File: src/rtl/bseq_pkg.sv
package bseq_pkg;
  localparam int BANK_W = 8;
  localparam int IDX_W  = 3;
  localparam int XA_W   = BANK_W + IDX_W;

  typedef enum logic [1:0] {
    ST_IDLE    = 2'd0,
    ST_HOLD    = 2'd1,
    ST_RELEASE = 2'd2
  } bseq_state_e;

  // external-register address: bank in the high bits, in-bank index low
  function automatic logic [XA_W-1:0] form_xaddr(input logic [BANK_W-1:0] bank,
                                                  input logic [IDX_W-1:0]  idx);
    return {bank, idx};
  endfunction
endpackage

File: src/rtl/bseq_sync.sv
module bseq_sync #(
  parameter int W      = 2,
  parameter int STAGES = 2
) (
  input  logic         clk,
  input  logic         rst_n,
  input  logic [W-1:0] d,
  output logic [W-1:0] q
);
  logic [W-1:0] stg [STAGES];

  always_ff @(posedge clk or negedge rst_n) begin
    if (!rst_n) begin
      for (int s = 0; s < STAGES; s++) stg[s] <= '0;
    end else begin
      stg[0] <= d;
      for (int s = 1; s < STAGES; s++) stg[s] <= stg[s-1];
    end
  end

  assign q = stg[STAGES-1];
endmodule

File: src/rtl/bseq_ctrl.sv
module bseq_ctrl
  import bseq_pkg::*;
(
  input  logic clk,
  input  logic rst_n,
  input  logic core_valid,
  input  logic core_io,
  input  logic core_write,
  input  logic done_mem_s,
  input  logic done_io_s,
  output logic accept,
  output logic cap_rd,
  output logic cmpl,
  output logic mem_req,
  output logic io_req,
  output logic busy
);
  bseq_state_e st_q, st_d;
  logic kind_io_q, wr_q;
  logic done_sel, finish, release_end;

  assign accept      = (st_q == ST_IDLE) && core_valid;
  assign done_sel    = kind_io_q ? done_io_s : done_mem_s;
  assign finish      = (st_q == ST_HOLD) && done_sel;
  assign release_end = (st_q == ST_RELEASE) && !done_sel;
  assign cap_rd      = finish && !wr_q;
  assign busy        = (st_q != ST_IDLE);

  always_comb begin
    st_d = st_q;
    unique case (st_q)
      ST_IDLE:    if (accept)      st_d = ST_HOLD;
      ST_HOLD:    if (finish)      st_d = ST_RELEASE;
      ST_RELEASE: if (release_end) st_d = ST_IDLE;
      default:                     st_d = ST_IDLE;
    endcase
  end

  always_ff @(posedge clk or negedge rst_n) begin
    if (!rst_n) begin
      st_q      <= ST_IDLE;
      kind_io_q <= 1'b0;
      wr_q      <= 1'b0;
      mem_req   <= 1'b0;
      io_req    <= 1'b0;
      cmpl      <= 1'b0;
    end else begin
      st_q <= st_d;
      cmpl <= finish;
      if (accept) begin
        kind_io_q <= core_io;
        wr_q      <= core_write;
        mem_req   <= !core_io;
        io_req    <= core_io;
      end else if (finish) begin
        mem_req <= 1'b0;
        io_req  <= 1'b0;
      end
    end
  end

  AST_ONE_REQ_LINE: assert property (@(posedge clk) disable iff (!rst_n)
    !(mem_req && io_req));
  AST_REQ_NEEDS_BUSY: assert property (@(posedge clk) disable iff (!rst_n)
    (mem_req || io_req) |-> busy);
  AST_HOLD_UNTIL_DONE: assert property (@(posedge clk) disable iff (!rst_n)
    ((st_q == ST_HOLD) && !done_sel) |=> (mem_req || io_req));
  AST_DROP_AFTER_DONE: assert property (@(posedge clk) disable iff (!rst_n)
    finish |=> !(mem_req || io_req));
  AST_NO_REISSUE: assert property (@(posedge clk) disable iff (!rst_n)
    (st_q == ST_RELEASE) |-> !(mem_req || io_req));
endmodule

File: src/rtl/bseq_regs.sv
module bseq_regs
  import bseq_pkg::*;
#(
  parameter int AW = 16,
  parameter int DW = 16
) (
  input  logic              clk,
  input  logic              rst_n,
  input  logic              accept,
  input  logic              cap_rd,
  input  logic              busy,
  input  logic              core_write,
  input  logic              core_fetch,
  input  logic [AW-1:0]     core_maddr,
  input  logic [BANK_W-1:0] core_bank,
  input  logic [IDX_W-1:0]  core_idx,
  input  logic [DW-1:0]     core_wdata,
  input  logic [DW-1:0]     bus_rdata,
  output logic [AW-1:0]     bus_maddr,
  output logic [XA_W-1:0]   bus_xaddr,
  output logic [DW-1:0]     bus_wdata,
  output logic              bus_rd,
  output logic              bus_fetch,
  output logic [DW-1:0]     rd_data
);
  always_ff @(posedge clk or negedge rst_n) begin
    if (!rst_n) begin
      bus_maddr <= '0;
      bus_xaddr <= '0;
      bus_wdata <= '0;
      bus_rd    <= 1'b1;
      bus_fetch <= 1'b0;
    end else if (accept) begin
      bus_maddr <= core_maddr;
      bus_xaddr <= form_xaddr(core_bank, core_idx);
      bus_wdata <= core_wdata;
      bus_rd    <= !core_write;
      bus_fetch <= core_fetch;
    end
  end

  always_ff @(posedge clk or negedge rst_n) begin
    if (!rst_n)      rd_data <= '0;
    else if (cap_rd) rd_data <= bus_rdata;
  end

  AST_STATIC_BUS: assert property (@(posedge clk) disable iff (!rst_n)
    (busy && $past(busy)) |-> ($stable(bus_maddr) && $stable(bus_xaddr) &&
      $stable(bus_wdata) && $stable(bus_rd) && $stable(bus_fetch)));
endmodule

File: src/rtl/bus_seq.sv
module bus_seq
  import bseq_pkg::*;
#(
  parameter int MEM_AW      = 16,
  parameter int DATA_W      = 16,
  parameter int SYNC_STAGES = 2
) (
  input  logic              clk,
  input  logic              rst_n,
  input  logic              core_valid,
  input  logic              core_io,
  input  logic              core_write,
  input  logic              core_fetch,
  input  logic [MEM_AW-1:0] core_maddr,
  input  logic [BANK_W-1:0] core_bank,
  input  logic [IDX_W-1:0]  core_idx,
  input  logic [DATA_W-1:0] core_wdata,
  output logic              busy,
  output logic              cmpl,
  output logic [DATA_W-1:0] rd_data,
  output logic [MEM_AW-1:0] bus_maddr,
  output logic [XA_W-1:0]   bus_xaddr,
  output logic [DATA_W-1:0] bus_wdata,
  output logic              bus_rd,
  output logic              bus_fetch,
  output logic              bus_idle,
  output logic              mem_req,
  input  logic              mem_done,
  output logic              io_req,
  input  logic              io_done,
  input  logic [DATA_W-1:0] bus_rdata
);
  logic [1:0] done_raw, done_s;
  logic accept, cap_rd;

  assign done_raw = {io_done, mem_done};

  bseq_sync #(.W(2), .STAGES(SYNC_STAGES)) sync_i (
    .clk(clk), .rst_n(rst_n), .d(done_raw), .q(done_s)
  );

  bseq_ctrl ctrl_i (
    .clk(clk), .rst_n(rst_n),
    .core_valid(core_valid), .core_io(core_io), .core_write(core_write),
    .done_mem_s(done_s[0]), .done_io_s(done_s[1]),
    .accept(accept), .cap_rd(cap_rd), .cmpl(cmpl),
    .mem_req(mem_req), .io_req(io_req), .busy(busy)
  );

  bseq_regs #(.AW(MEM_AW), .DW(DATA_W)) regs_i (
    .clk(clk), .rst_n(rst_n),
    .accept(accept), .cap_rd(cap_rd), .busy(busy),
    .core_write(core_write), .core_fetch(core_fetch),
    .core_maddr(core_maddr), .core_bank(core_bank), .core_idx(core_idx),
    .core_wdata(core_wdata), .bus_rdata(bus_rdata),
    .bus_maddr(bus_maddr), .bus_xaddr(bus_xaddr), .bus_wdata(bus_wdata),
    .bus_rd(bus_rd), .bus_fetch(bus_fetch), .rd_data(rd_data)
  );

  assign bus_idle = !busy;

  AST_IDLE_MATCHES_BUSY: assert property (@(posedge clk) disable iff (!rst_n)
    bus_idle != busy);
endmodule

File: config.mk
export PLATFORM = sky130hd
export DESIGN_NAME = bus_seq
export DESIGN_NICKNAME = d
export VERILOG_FILES = /design/src/rtl/bseq_pkg.sv /design/src/rtl/bseq_sync.sv /design/src/rtl/bseq_ctrl.sv /design/src/rtl/bseq_regs.sv /design/src/rtl/bus_seq.sv
export SDC_FILE = /design/constraint.sdc
export NUM_CORES = 1
export LEC_CHECK = 0
export ABC_AREA = 1
export BUFFER_PORTS_ARGS = -buffer_cell sky130_fd_sc_hd__buf_2
export CORE_AREA = 5 5 86 96
export CTS_BUF_LIST = sky130_fd_sc_hd__clkbuf_4 sky130_fd_sc_hd__clkbuf_8
export CTS_CLUSTER_DIAMETER = 120
export CTS_CLUSTER_SIZE = 20
export DETAILED_ROUTE_END_ITERATION = 7
export DIE_AREA = 0 0 91 101
export GPL_TIMING_DRIVEN = 0
export MAX_ROUTING_LAYER = met4
export PLACE_DENSITY_LB_ADDON = 0.15
export SLEW_MARGIN = 40
export SYNTH_ARGS = -nofsm -noshare
export SYNTH_HDL_FRONTEND = slang
export SYNTH_SLANG_ARGS = --single-unit
File: constraint.sdc
create_clock -name clk -period 1 [get_ports clk]
set_input_delay 0.15 -clock clk [delete_from_list [all_inputs] [get_ports clk]]
set_output_delay 0.15 -clock clk [all_outputs]
set_load 0.01 [all_outputs]
# Yosys cells after proc, flatten, opt, wreduce, memory -nomap -nowiden
# Cells that the tools add are included.
# Widths: inputs -> output; s select.
[op_classes] eq_ne=5 n_mux=8 reduce_logical=13
[ops] cell="$mux 2" count=3
[ops] cell="$pmux 2 s3" count=1
[ops] cell="$logic_not 1->1" count=5
[ops] cell="$logic_and 1x1->1" count=4
[ops] cell="$mux 1" count=4
[ops] cell="$ne 2x1->1 const B" count=2
[ops] cell="$reduce_bool 2->1" count=2
[ops] cell="$reduce_and 3->1" count=1
[ops] cell="$eq 2x1->1 const B" count=1
[ops] cell="$eq 2x2->1 const B" count=1
[ops] cell="$logic_not 2->1" count=1
[ops] cell="$ne 2x2->1 const B" count=1
[word_totals] register_bits=72 inputBits=67 out_inout_bits=66 elab_cells=40

# Depth between registers and ports, before layout
# Gate-level depths: netlist of run 1.
[logic_depth] word_depth=5 ltp_mapped=7 depth_no_buf=6

# By module
# A second synthesis of run 1 with hierarchy kept.
[unflattened] cells_unflattened=300 area_unflattened_um2=2805.2
[by_module_without_submodules] module="bseq_regs" instances=1 cells_each=259 area_per_inst_um2=2386.0 seq_area_each_um2=1527.7
[by_module_without_submodules] module="bseq_ctrl" instances=1 cells_each=34 area_per_inst_um2=300.3 seq_area_each_um2=175.2
[by_module_without_submodules] module="bseq_sync" instances=1 cells_each=6 area_per_inst_um2=115.1 seq_area_each_um2=100.1
[by_module_without_submodules] module="bus_seq" instances=1 cells_each=1 area_per_inst_um2=3.8 seq_area_each_um2=0.0

# Least setup slack after synthesis of run 1
# No wires, ideal clock.
[synth_path] path_kind="register to register" startpoint="register ctrl_i.st_q[1]" endpoint="register ctrl_i.mem_req" setup_ns=0.065 arrival_time_ns=1.080 required_ns=0.935 slack_ns=-0.145 stages_incl_launch_ff=6 period_less_slack_ns=1.145 cell_sequence="dfrtp_1 > nor2_4 > nand2_2 > buf_2 > or2_1 > nand2_1"
[synth_between] elab_chain_cells=3
[synth_rtl] element="start: declaration" line="bseq_ctrl.sv:18" source="bseq_state_e st_q, st_d;"
[synth_rtl] element="start signal: assignment" line="bseq_ctrl.sv:48" source="st_q <= st_d;"
[synth_rtl] element="$eq 2x1->1 / $logic_not 2->1 (equally long branches)" line="bseq_ctrl.sv:24, bseq_ctrl.sv:22"
[synth_rtl] element="$logic_and 1x1->1 (on tied branches)" line="bseq_ctrl.sv:24, bseq_ctrl.sv:22"
[synth_rtl] element="$reduce_bool 2->1 (no line) / $mux 1 (equally long branches)"
[synth_rtl] element="end signal: assignment" line="bseq_ctrl.sv:53" source="mem_req <= !core_io;"
[synth_rtl] element="end: declaration" line="bseq_ctrl.sv:14" source="output logic mem_req,"
# Several ways; a longest one is shown, not always the timed one.
# A chain may end at the register's enable or synchronous reset.

# Final worst setup path of run 1
[layout_path] startpoint="register ctrl_i.st_q[1]" endpoint="output bus_idle"
[layout_between] elab_chain_cells=2
[layout_rtl] element="$reduce_bool 2->1" line="bseq_ctrl.sv:27" source="assign busy = (st_q != ST_IDLE);"
[layout_rtl] element="$logic_not 1->1" line="bus_seq.sv:60" source="assign bus_idle = !busy;"
[layout_rtl] element="end: declaration" line="bus_seq.sv:26" source="output logic bus_idle,"
# No other way between the ends.

==> impl_results.md, run 1 <==
* Status: finished, violations left
* Violated checks: negative setup slack
* Comb pwr share at 0.498
* CTS H-tree depth at 3
* Layout cell share with drive strength beyond 1 at 0.509
* IO Pins at 133
* Worst path depth at 2
* Max Transition Viols Final at 0
* Largest net degree at the start of global routing at 50
* Syn Nets at 362
* Part of the power in the clock network at 0.162
* ANT cells at 0
* Die H at 101 um
* Final core occ at 0.673
* Clock skew at 0.00687 ns
* Max-cap check violation count at 0
* Seq/Total Area, Yosys at 0.651
* Switching Fraction at 0.367
* Start of the worst register-to-register path: ctrl_i.st_q[1]
* PnR worst setup slack at -0.291 ns
* Most frequent cell after synthesis: nand2_1
* Overflow after GRT at 0
* Maximum VDD drop at 0.00228 V
* Vias/cell at 4.56
* Synth top area share at 0.642
* Number of DRC markers in iteration 0 at 112
* Synthesized cell area at 2770 um2
* Layout Nets at 591
* Via Count at 2,812
* Total Wirelength at 8550 um
* GPL Wtd Cong at 0.760
* Hold Path Class: input pin to flip-flop
* Static Leak at 2.74 nW
* Final design instance area without fill at 4860 um2
* Internal power at 9.29 mW
* RSZ-0062 raised after global routing: true
* Vias in the first global route at 2,867
* First-pass GRT wire length at 13,400 um
* TritonRoute pass-1 iters at 4
* Clock Pin Slew Worst Setup and Hold Paths at 0.08 ns
* Placed Instance Area at 3590 um2
* Setup crit start: ctrl_i.st_q[1]
* Total CTS buffers at 9
* Hpwl dp at 5190 um
* Layout fillers at 584
* Psw at 5.39 mW
* CTS tree: built
* Cell taking the most area after synthesis: dfrtp_1
* Max Root-Sink Buffers at 2
* WL per Instance at 13.9 um
* Most used DFF post-synth: dfrtp_1
* Largest cells by area after synthesis: dfrtp_1 (64%), nand2_1 (24%), nand4_1 (3.6%), buf_6 (1.6%), buf_2 (1.4%)
* Synth Instances at 295
* Worst path cell trace: nor2_4 -> buf_2
* Cell area power density at 3020 nW/um2
* EDFF count, synth at 0
* Top cells by instance count after synthesis: nand2_1 (174), dfrtp_1 (71), nand4_1 (16)
* Row count at 33
* Antenna viol nets, final at 0
* Die width at 91 um
* Delay-heaviest family, CP: flip-flops
* Sequential share of power at 0.340
* Full die area at 9190 um2
* Setup violators final at 120
* Highest Clock Rate at 775 MHz
* Core ar. at 7230 um2
* Number of synthesized register bits at 72
* CP bufs+invs at 1
* Clock root buffer master: clkbuf_8
* Final hold vios at 0
* Worst setup SP type: flip-flop
* Register-to-register setup slack at -0.29 ns
* Port Buf Inserts at 132
* Netlist cell types at 17
* Number of remaining DRC errors at 0
* Initial Util at 0.383
* Post-layout min period at 1.29 ns
* Cells on worst reg2reg path at 7
* WP data required at 0.85 ns
* Crit Path Max Fanout at 3
* Initial antenna violation count at 0
* CP peak stage delay at 0.45 ns
* Slowest CP cell: dfrtp_2
* P&R area growth vs syn at 75.6%
* Hold WS at 0.0187 ns
* Slew @ Worst Pin at 0.284 ns
* Final period util at 1.29
* Clk sinks at 72
* Yosys warning count at 0
* GRT Total Usage at 0.185
* Crit end category: output port
* Worst skew pair latency at 0.34 ns
* Max_slew headroom at 0.810
* Critical Path Sink: bus_idle
* Crit Path Category: flip-flop to output port
* Syn Area/Cell at 9.39 um2
* Crit path DAT at 1.14 ns
* Reg2reg end: regs_i.bus_maddr[0]
* Post-synth ARST share at 1.00
-- per-stage QoR --
stage	total power [mW]	setup TNS (ns)	std cells	setup slack [ns]
floorplan	7.71	-5.40	295	-0.123
global placement	9.71	-60.58	514	-0.668
finish	14.7	-15.39	616	-0.291
global route	15.8	-23.53	616	-0.360
CTS	13.5	-15.96	595	-0.276
detailed placement	9.86	-14.54	515	-0.290
-- power groups by stage --
stage | combinational (mW) | sequential (mW) | clock (mW)
global route | 8.01 | 5.17 | 2.59
CTS | 6.10 | 4.95 | 2.45
detailed placement | 4.90 | 4.95 | 0
global placement | 4.79 | 4.92 | 0
floorplan | 2.16 | 5.55 | 0
finish | 7.31 | 5.00 | 2.37
-- cell type report --
class / count / area, um2 / area share
plain buffers: 14 / 135 / 0.0278
clock buffers: 13 / 166 / 0.0342
clock inverters: 3 / 40.0 / 0.00823
inverters: 6 / 25.0 / 0.00515
multi-input cells: 203 / 1010 / 0.208
flip-flops and latches: 72 / 1800 / 0.371
well taps: 87 / 109 / 0.0224
repair buffers: 218 / 1570 / 0.323
-- cell families (layout without fill, tap and decap cells) --
group / count (synthesis) / in the layout / synth area share
flops: 72 / 72 / 0.651
compound gates: 3 / 3 / 0.00542
buf+inv: 20 / 254 / 0.0429
simple gates: 200 / 200 / 0.301
-- worst min path at each step --
| stage | depth (start not counted) | end | slack (ns) | start |
|---|---|---|---|---|
| 2_1_floorplan | 0 | ctrl_i.cmpl | -0.15 | rst_n |
| 3_3_place_gp | 1 | sync_i.stg[2] | 0.26 | mem_done |
| 3_5_place_dp | 1 | regs_i.rd_data[15] | 0.03 | rst_n |
| 4_1_cts | 3 | regs_i.bus_maddr[11] | 0.0004 | core_maddr[11] |
| 5_1_grt | 3 | regs_i.bus_wdata[0] | 0.003 | core_wdata[0] |
| 6_report | 3 | regs_i.bus_maddr[14] | 0.02 | core_maddr[14] |
-- layout by cell type (no fill, tap or decap) --
cell	n
o21ai_1	2
clkinv_1	1
clkbuf_4	2
buf_12	1
nand4_1	16
nand3_4	1
clkinv_2	2
nand2_2	35
buf_2	124
buf_6	23
nand2_4	10
bufinv_16	1
dfrtp_1	70
dlygate4sd3_1	36
clkbuf_8	11
dfrtp_2	1
buf_8	2
nand3_2	1
buf_16	1
buf_4	41
clkbuf_16	3
clkbuf_2	1
dfstp_2	1
o21ai_2	1
nor2_4	2
or2_1	1
nand2_1	131
inv_4	1
inv_2	4
nand3_1	3
-- worst reg2reg max path, cell delays in order, from the launching register on --
cell and delay (ns):
dfrtp_2 0.45, nor2_4 0.19, nand2_4 0.10, inv_4 0.09, buf_12 0.14, clkbuf_16 0.16, nand2_2 0.05, nand2_1 0.05
-- layer usage --
| layer | wire length [um] | GRT usage | up-vias | part of all wire |
|---|---|---|---|---|
| li1 | - | - | 1372 | - |
| met5 | 0 | - | - | 0 |
| met2 | 4530 | 0.296 | 93 | 0.53 |
| met1 | 3390 | 0.225 | 1339 | 0.40 |
| met3 | 559 | 0.0418 | 8 | 0.065 |
| met4 | 79 | 0.0779 | 0 | 0.0092 |
-- repair_timing --
item / 4_1_cts / 5_1_grt
gates cloned: 1 / 3
pin swaps: 4 / 14
hold buffers: 36 / 0
endpoints found under the hold margin: 107 / 0
buffers inserted: 27 / 18
setup endpoints to repair: 134 / 134
gates resized for setup: 31 / 60
-- flip-flops by register name (all words and copies together), names as in the netlist, 2 cells and up --
signal            count
ctrl_i.st_q           2
regs_i.rd_data       16
regs_i.bus_xaddr     11
regs_i.bus_maddr     16
sync_i.stg            2
regs_i.bus_wdata     16
sync_i.q              2
No activity file was read; power rests on OpenSTA's default activity.
==> inputs of run 2 (changes only) <==
- CORE_AREA: 5 5 86 96 -> 5 5 82 100
- DIE_AREA: 0 0 91 101 -> 0 0 87 105
==> run 2 against run 1 <==
The run still ends with negative setup slack left. Clock power hardly changed. Critical path depth is 1 higher. Sequential cell count stayed put. Maximum frequency is 4.5% higher. Die area is 0.61% lower. Clock skew hardly changed. Sequential power hardly changed. Largest power group unchanged. Final cell count is 0.65% higher. Combinational power is 10% higher.
==> impl_results.md, run 2 (synthesis results as in run 1) <==
* Status: finished, violations left
* Violated checks: negative setup slack
* Worst skew pair latency at 0.33 ns (about the same)
* Crit Path Max Fanout at 3 (unchanged)
* P&R area growth vs syn at 78.2%
* Slew @ Worst Pin at 0.258 ns (-0.0257 ns)
* Layout cell share with drive strength beyond 1 at 0.604 (+0.0953)
* Largest net degree at the start of global routing at 49 (-2.0%)
* Clock Pin Slew Worst Setup and Hold Paths at 0.07 ns (about the same)
* PnR worst setup slack at -0.235 ns (+0.0559 ns)
* Most frequent cells in the layout: buf_2 (119), nand2_1 (102), dfrtp_1 (70), nand2_2 (67), buf_4 (56)
* Place WS at -0.267 ns (+0.0232 ns)
* Maximum VDD drop at 0.00185 V (-19%)
* Final hold vios at 0 (unchanged)
* ANT cells at 0 (unchanged)
* Clock root buffer master: clkbuf_8
* Hold Path Class: input pin to flip-flop
* Clk sinks at 72 (unchanged)
* Setup violators final at 106 (-12%)
* Max_slew headroom at 0.828 (+0.0183)
* Core ar. at 7100 um2 (-1.7%)
* Row count at 34 (+3.0%)
* Number of DRC markers in iteration 0 at 59 (-47%)
* Top Registers: regs_i.bus_maddr x16, regs_i.bus_wdata x16, regs_i.rd_data x16
* Cell area power density at 3130 nW/um2 (+3.6%)
* Crit end category: output port
* Port Buf Inserts at 132 (unchanged)
* Hpwl dp at 5180 um (-0.37%)
* Number of remaining DRC errors at 0 (unchanged)
* Max Transition Viols Final at 0 (unchanged)
* Worst setup SP type: flip-flop
* Initial Util at 0.390 (+0.00655)
* Final period util at 1.23 (-0.0559)
* CTS tree: built
* Setup TNS at -13.00 ns (+2.39 ns)
* GRT Total Usage at 0.189 (+0.00439)
* Clock skew at 0.00734 ns (+0.000479 ns)
* Max-cap check violation count at 0 (unchanged)
* Crit path DAT at 1.08 ns (-0.06 ns)
* Vias/cell at 4.48 (-1.9%)
* Vias in the first global route at 2,730 (-4.8%)
* RSZ-0062 raised after global routing: true
* First-pass GRT wire length at 13,200 um (-1.6%)
* Crit Path Category: flip-flop to output port
* Total Wirelength at 8250 um (-3.5%)
* IO Pins at 133 (unchanged)
* Commonest non-fill, non-tap cell in the layout: buf_2
* Via Count at 2,776 (-1.3%)
* WL per Instance at 13.3 um (-4.1%)
* Power after layout at 15.4 mW (+5.1%)
* CTS H-tree depth at 3 (unchanged)
* Highest Clock Rate at 810 MHz (+4.5%)
* Final core occ at 0.694 (+0.0214)
* TritonRoute pass-1 iters at 5 (+1)
* Die H at 105 um (+4.0%)
* Die width at 87 um (-4.4%)
* Full die area at 9140 um2 (-0.61%)
* Layout Nets at 592 (+0.17%)
* GPL Wtd Cong at 0.791 (+4.1%)
* Initial antenna violation count at 0 (unchanged)
* Overflow after GRT at 0 (unchanged)
* Total CTS buffers at 9 (unchanged)
* WP data required at 0.85 ns (about the same)
* Static Leak at 2.76 nW (+0.89%)
* Post-layout min period at 1.23 ns (-0.0559 ns)
* Max Root-Sink Buffers at 2 (unchanged)
* Antenna viol nets, final at 0 (unchanged)
run 2: cell count changes in the layout (fill, tap and decap cells not counted), sizes merged:
cell         before  now
clkbuf           17   14
dlygate4sd3      36   16
buf             192  216
run 2: layer usage:
| metal | wire (um) | track usage | up-vias |
|---|---|---|---|
| met5 | 0 | - | - |
| met4 | 114 | 0.0546 | 0 |
| met3 | 544 | 0.0488 | 11 |
| met2 | 4320 | 0.316 | 90 |
| met1 | 3270 | 0.222 | 1300 |
| li1 | - | - | 1375 |
run 2: worst max-delay path, stage by stage (launching register included):
cell,delay [ns]
dfrtp_2,0.45
nor2_4,0.14
inv_1,0.05
buf_2,0.13
run 2: through the flow:
stage               hold WS [ns]  area, um2  instances
global placement           0.260       3560        517
detailed placement        0.0323       3590        518
floorplan                 -0.146       2780        295
finish                    0.0149       4930        620
CTS                      0.00119       4530        587
global route             0.00321       4930        620
run 2: final cells by class:
| class | count | area (um2) |
|---|---|---|
| timing repair buffer | 220 | 1550 |
| inverter | 6 | 26.3 |
| tap | 90 | 113 |
| clock inverter | 3 | 40.0 |
| sequential | 72 | 1800 |
| fill | 588 | 2170 |
| multi-input combinational | 203 | 1080 |
| clock buffer | 13 | 166 |
| buffer | 13 | 154 |
run 2: final timing paths:
| path | startpoint | end | slack, ns | cells past startpoint |
|---|---|---|---|---|
| worst max register to register | ctrl_i.st_q[1] | regs_i.bus_maddr[1] | -0.23 | 7 |
| worst min register to register | sync_i.stg[3] | sync_i.q[1] | 0.35 | 0 |
| max in group asynchronous | rst_n | regs_i.bus_maddr[3] | 0.24 | 3 |
| worst min-delay path | core_maddr[7] | regs_i.bus_maddr[7] | 0.01 | 3 |
| min in group asynchronous | rst_n | regs_i.rd_data[4] | 0.24 | 2 |
| worst max-delay path | ctrl_i.st_q[1] | busy | -0.23 | 3 |
run 2: what timing repair did:
action,4_1_cts,5_1_grt
endpoints found under the setup margin,130,134
setup buffers,40,26
pin swaps,24,14
hold buffers,7,9
resized for setup,101,42
cloned,6,0
endpoints found under the hold margin,78,9
run 2: power breakdown:
group          internal (mW)  switching (mW)
sequential              4.25           0.758
clock                   1.34            1.01
combinational           4.27            3.80
==> inputs of run 3 (changes only) <==
- CORE_AREA: 5 5 82 100 -> 5 5 83 100
- DIE_AREA: 0 0 87 105 -> 0 0 88 105
- SYNTH_HIERARCHICAL: default -> 1
==> run 3 against run 2 <==
The run still ends with negative setup slack left. Final cell count shrank 0.65%. Setup slack lost 0.089 ns. Cell area shrank 0.28%. Total power shrank 3.5%. Clock-buffer cell count is the same. Sequential power shrank 0.8%. Critical endpoint is now regs_i/rd_data[9]. Largest cell class unchanged.
==> impl_results.md, run 3 <==
* Status: finished, violations left
* Violated checks: negative setup slack
* Number of DRC markers in iteration 0 at 94 (+59%)
* Setup crit start: ctrl_i/kind_io_q
* Top layer reached by signal wires: met4
* Cell area power density at 3030 nW/um2 (-3.3%)
* Row count at 34 (unchanged)
* Post-synth ARST share at 1.00 (unchanged)
* Delay-heaviest family, CP: buffers and inverters
* Worst setup SP type: flip-flop
* FF/Latch Area at 1800 um2 (about the same)
* Via Count at 2,716 (-2.2%)
* GPL Wtd Cong at 0.774 (-2.1%)
* Final hold vios at 0 (unchanged)
* Layout Nets at 588 (-0.68%)
* Hold wc startpoint: core_maddr[11]
* Total Wirelength at 8060 um (-2.3%)
* Crit Path Max Fanout at 7 (+4)
* Vias in the first global route at 2,747 (+0.62%)
* Syn Nets at 367 (+1.4%)
* Clock Pin Slew Worst Setup and Hold Paths at 0.08 ns (about the same)
* Post-Synth Adder-Cell Area at 0 (unchanged)
* Sequential share of power at 0.334 (+0.010)
* Full die area at 9240 um2 (+1.1%)
* Setup violators final at 94 (-11%)
* Max_slew headroom at 0.787 (-0.0408)
* Switching Fraction at 0.359 (-0.00271)
* Antenna viol nets, final at 0 (unchanged)
* GRT Total Usage at 0.181 (-0.00821)
* WL per Instance at 13.1 um (-1.7%)
* Multi-input gate area at 1020 um2 (-5.3%)
* Layout cell share with drive strength beyond 1 at 0.584 (-0.0201)
* Top cells by instance count after synthesis: nand2_1 (186), dfrtp_1 (71), nand2_2 (10)
* XOR/XNOR share of the synthesized area at 0 (unchanged)
* Part of the power in the clock network at 0.140 (-0.012)
* ANT cells at 0 (unchanged)
* Core ar. at 7190 um2 (+1.2%)
* Final period util at 1.32 (+0.0886)
* Initial Util at 0.390 (+0.000434)
* Slowest CP cell: dfrtp_1
* Number of remaining DRC errors at 0 (unchanged)
* IO Pins at 133 (unchanged)
* First-pass GRT wire length at 12,800 um (-2.8%)
* Power after layout at 14.9 mW (-3.5%)
* Most frequent cells in the layout: nand2_1 (123), buf_2 (116), dfrtp_1 (71), nand2_2 (65), buf_4 (46)
* Hpwl dp at 4910 um (-5.2%)
* Start of the worst register-to-register path: ctrl_i/kind_io_q
* RSZ-0062 raised after global routing: true
* Worst path cell trace: inv_2 -> nand2_2 -> nand2_2 -> nand2_2 -> nor2_1 -> buf_4 -> inv_6 -> buf_6 -> nand2_1 -> nand2_1
* Worst skew pair latency at 0.33 ns (about the same)
* Yosys warning count at 6 (+6)
* Vias/cell at 4.41 (-1.5%)
* Place WS at -0.380 ns (-0.113 ns)
* Initial antenna violation count at 0 (unchanged)
* Static Leak at 2.79 nW (+0.96%)
* Hold Path Class: input pin to flip-flop
* Most used DFF post-synth: dfrtp_1
* Largest family of logic cells by synthesized area: simple AND/OR/NAND/NOR gates
* PnR worst setup slack at -0.323 ns (-0.0886 ns)
* Maximum VDD drop at 0.00151 V (-19%)
* Cell taking the most area after synthesis: dfrtp_1
* Commonest non-fill, non-tap cell in the layout: nand2_1
* Die width at 88 um (+1.1%)
* EDFF count, synth at 0 (unchanged)
* Synth Instances at 300 (+1.7%)
* Max Root-Sink Buffers at 2 (unchanged)
* CP bufs+invs at 4 (+2)
* Crit Path Category: flip-flop to flip-flop
* Clk sinks at 72 (unchanged)
* Mux cell area share after synthesis at 0 (unchanged)
* Die H at 105 um (unchanged)
* Setup TNS at -17.49 ns (-4.49 ns)
* Layout fillers at 576 (-2.0%)
* Met3 wire length at 497 um (-8.6%)
* Largest cells by area after synthesis: dfrtp_1 (63%), nand2_1 (25%), buf_6 (2.4%), nand2_2 (2.2%), buf_4 (1.9%)
* Crit path DAT at 1.54 ns (+0.46 ns)
* Top Registers: regs_i/bus_maddr x16, regs_i/bus_wdata x16, regs_i/rd_data x16
* CP peak stage delay at 0.41 ns (-0.04 ns)
* Highest Clock Rate at 756 MHz (-6.7%)
* Comb pwr share at 0.526 (+0.003)
* Psw at 5.34 mW (-4.3%)
* Max Transition Viols Final at 0 (unchanged)
* WP data required at 1.22 ns (+0.37 ns)
* Clock skew at 0.0114 ns (+0.00410 ns)
* CTS H-tree depth at 3 (unchanged)
* Simple-Gate Fraction of Synth Area at 0.290 (-0.0106)
* Post-layout min period at 1.32 ns (+0.0886 ns)
* Slew @ Worst Pin at 0.319 ns (+0.0612 ns)
* Synth top area share at 0.633 (-0.00830)
* Internal power at 9.54 mW (-3.1%)
* Seq/Total Area, Yosys at 0.643 (-0.00842)
* Crit path top cell by count: nand2_2
* Synthesized cell area at 2810 um2 (+1.3%)
* Largest net degree at the start of global routing at 41 (-16%)
* Port Buf Inserts at 132 (unchanged)
* Syn Area/Cell at 9.35 um2 (-0.38%)
* Crit end category: flip-flop
* Clock root buffer master: clkbuf_8
* CTS tree: built
* Most frequent cell after synthesis: nand2_1
* P&R area growth vs syn at 75.4%
* Total CTS buffers at 9 (unchanged)
* TritonRoute pass-1 iters at 4 (-1)
* Max-cap check violation count at 0 (unchanged)
* Overflow after GRT at 0 (unchanged)
* Netlist cell types at 17 (unchanged)
* Compound-Gate Fraction of Synth Area at 0.00178 (-0.00364)
* Met2 Routed Length at 4310 um (-0.16%)
* Number of synthesized register bits at 72 (unchanged)
* Wl on met1 at 3140 um (-4.2%)
==> run 3: cell count changes after synthesis, moves of 6 or more <==
| cell | delta |
|---|---|
| nand4_1 | -15 |
| nand2_1 | +12 |
| buf_2 | -8 |
| nand2_2 | +8 |
| buf_4 | +6 |
==> run 3: kinds of logic (layout without fill, tap and decap cells) <==
group | Yosys count | in the layout
DFF | 72 | 72
and+or+nand+nor | 204 | 204
buffers and inverters | 23 | 249
AOI/OAI and AO/OA | 1 | 1
==> run 3: power groups by stage <==
stage               Sequential [mW]  Combinational, mW  Clock, mW
floorplan                      5.57               2.10          0
global placement               4.95               4.64          0
detailed placement             4.97               4.76          0
CTS                            4.93               6.73       2.15
global route                   5.14               8.51       2.28
finish                         4.97               7.83       2.08
==> run 3: worst paths after layout <==
kind                                   endpoint  cells past startpoint  slack (ns)
setup / recovery              regs_i/rd_data[9]                     10       -0.32
hold / removal             regs_i/bus_maddr[11]                      3        0.01
setup reg to reg              regs_i/rd_data[9]                     10       -0.32
hold reg to reg                     sync_i/q[0]                      0        0.35
max in group asynchronous         regs_i/bus_rd                      3        0.13
min in group asynchronous   regs_i/bus_maddr[9]                      2        0.29
==> run 3: final cells by class <==
class                           instances  share of cell area
Buffer                                 11              0.0318
Multi-Input combinational cell        205               0.208
Sequential cell                        72               0.366
Clock buffer                           13              0.0326
Inverter                                9              0.0109
Tap cell                               90              0.0229
Timing Repair Buffer                  213               0.324
Clock inverter                          3             0.00356
==> run 3: per-stage QoR <==
step	cells	area, um2	utilization	hold slack (ns)
5_1_grt	616	4920	0.684	0.00258
4_1_cts	596	4570	0.636	0.000486
6_report	616	4920	0.684	0.0135
3_5_place_dp	523	3620	0.503	0.0564
3_3_place_gp	522	3590	0.500	0.261
2_1_floorplan	300	2820	-	-0.146
==> run 3: repair_timing <==
| action | CTS | global route |
|---|---|---|
| setup buffers | 35 | 20 |
| hold endpoints to repair | 48 | 0 |
| gates resized for setup | 75 | 54 |
| pin swaps | 28 | 13 |
| setup endpoints to repair | 126 | 131 |
| hold buffers | 17 | 0 |
| gates cloned | 8 | 1 |
==> run 3: tightest hold or removal path, stage by stage <==
cell     delay [ns]
buf_2          0.08
nand2_2        0.04
nand2_1        0.04
==> run 3: layer usage <==
layer,vias to the layer above,GRT usage
met5,-,-
met4,0,0.0658
met3,10,0.0378
met2,92,0.299
met1,1273,0.214
li1,1341,-
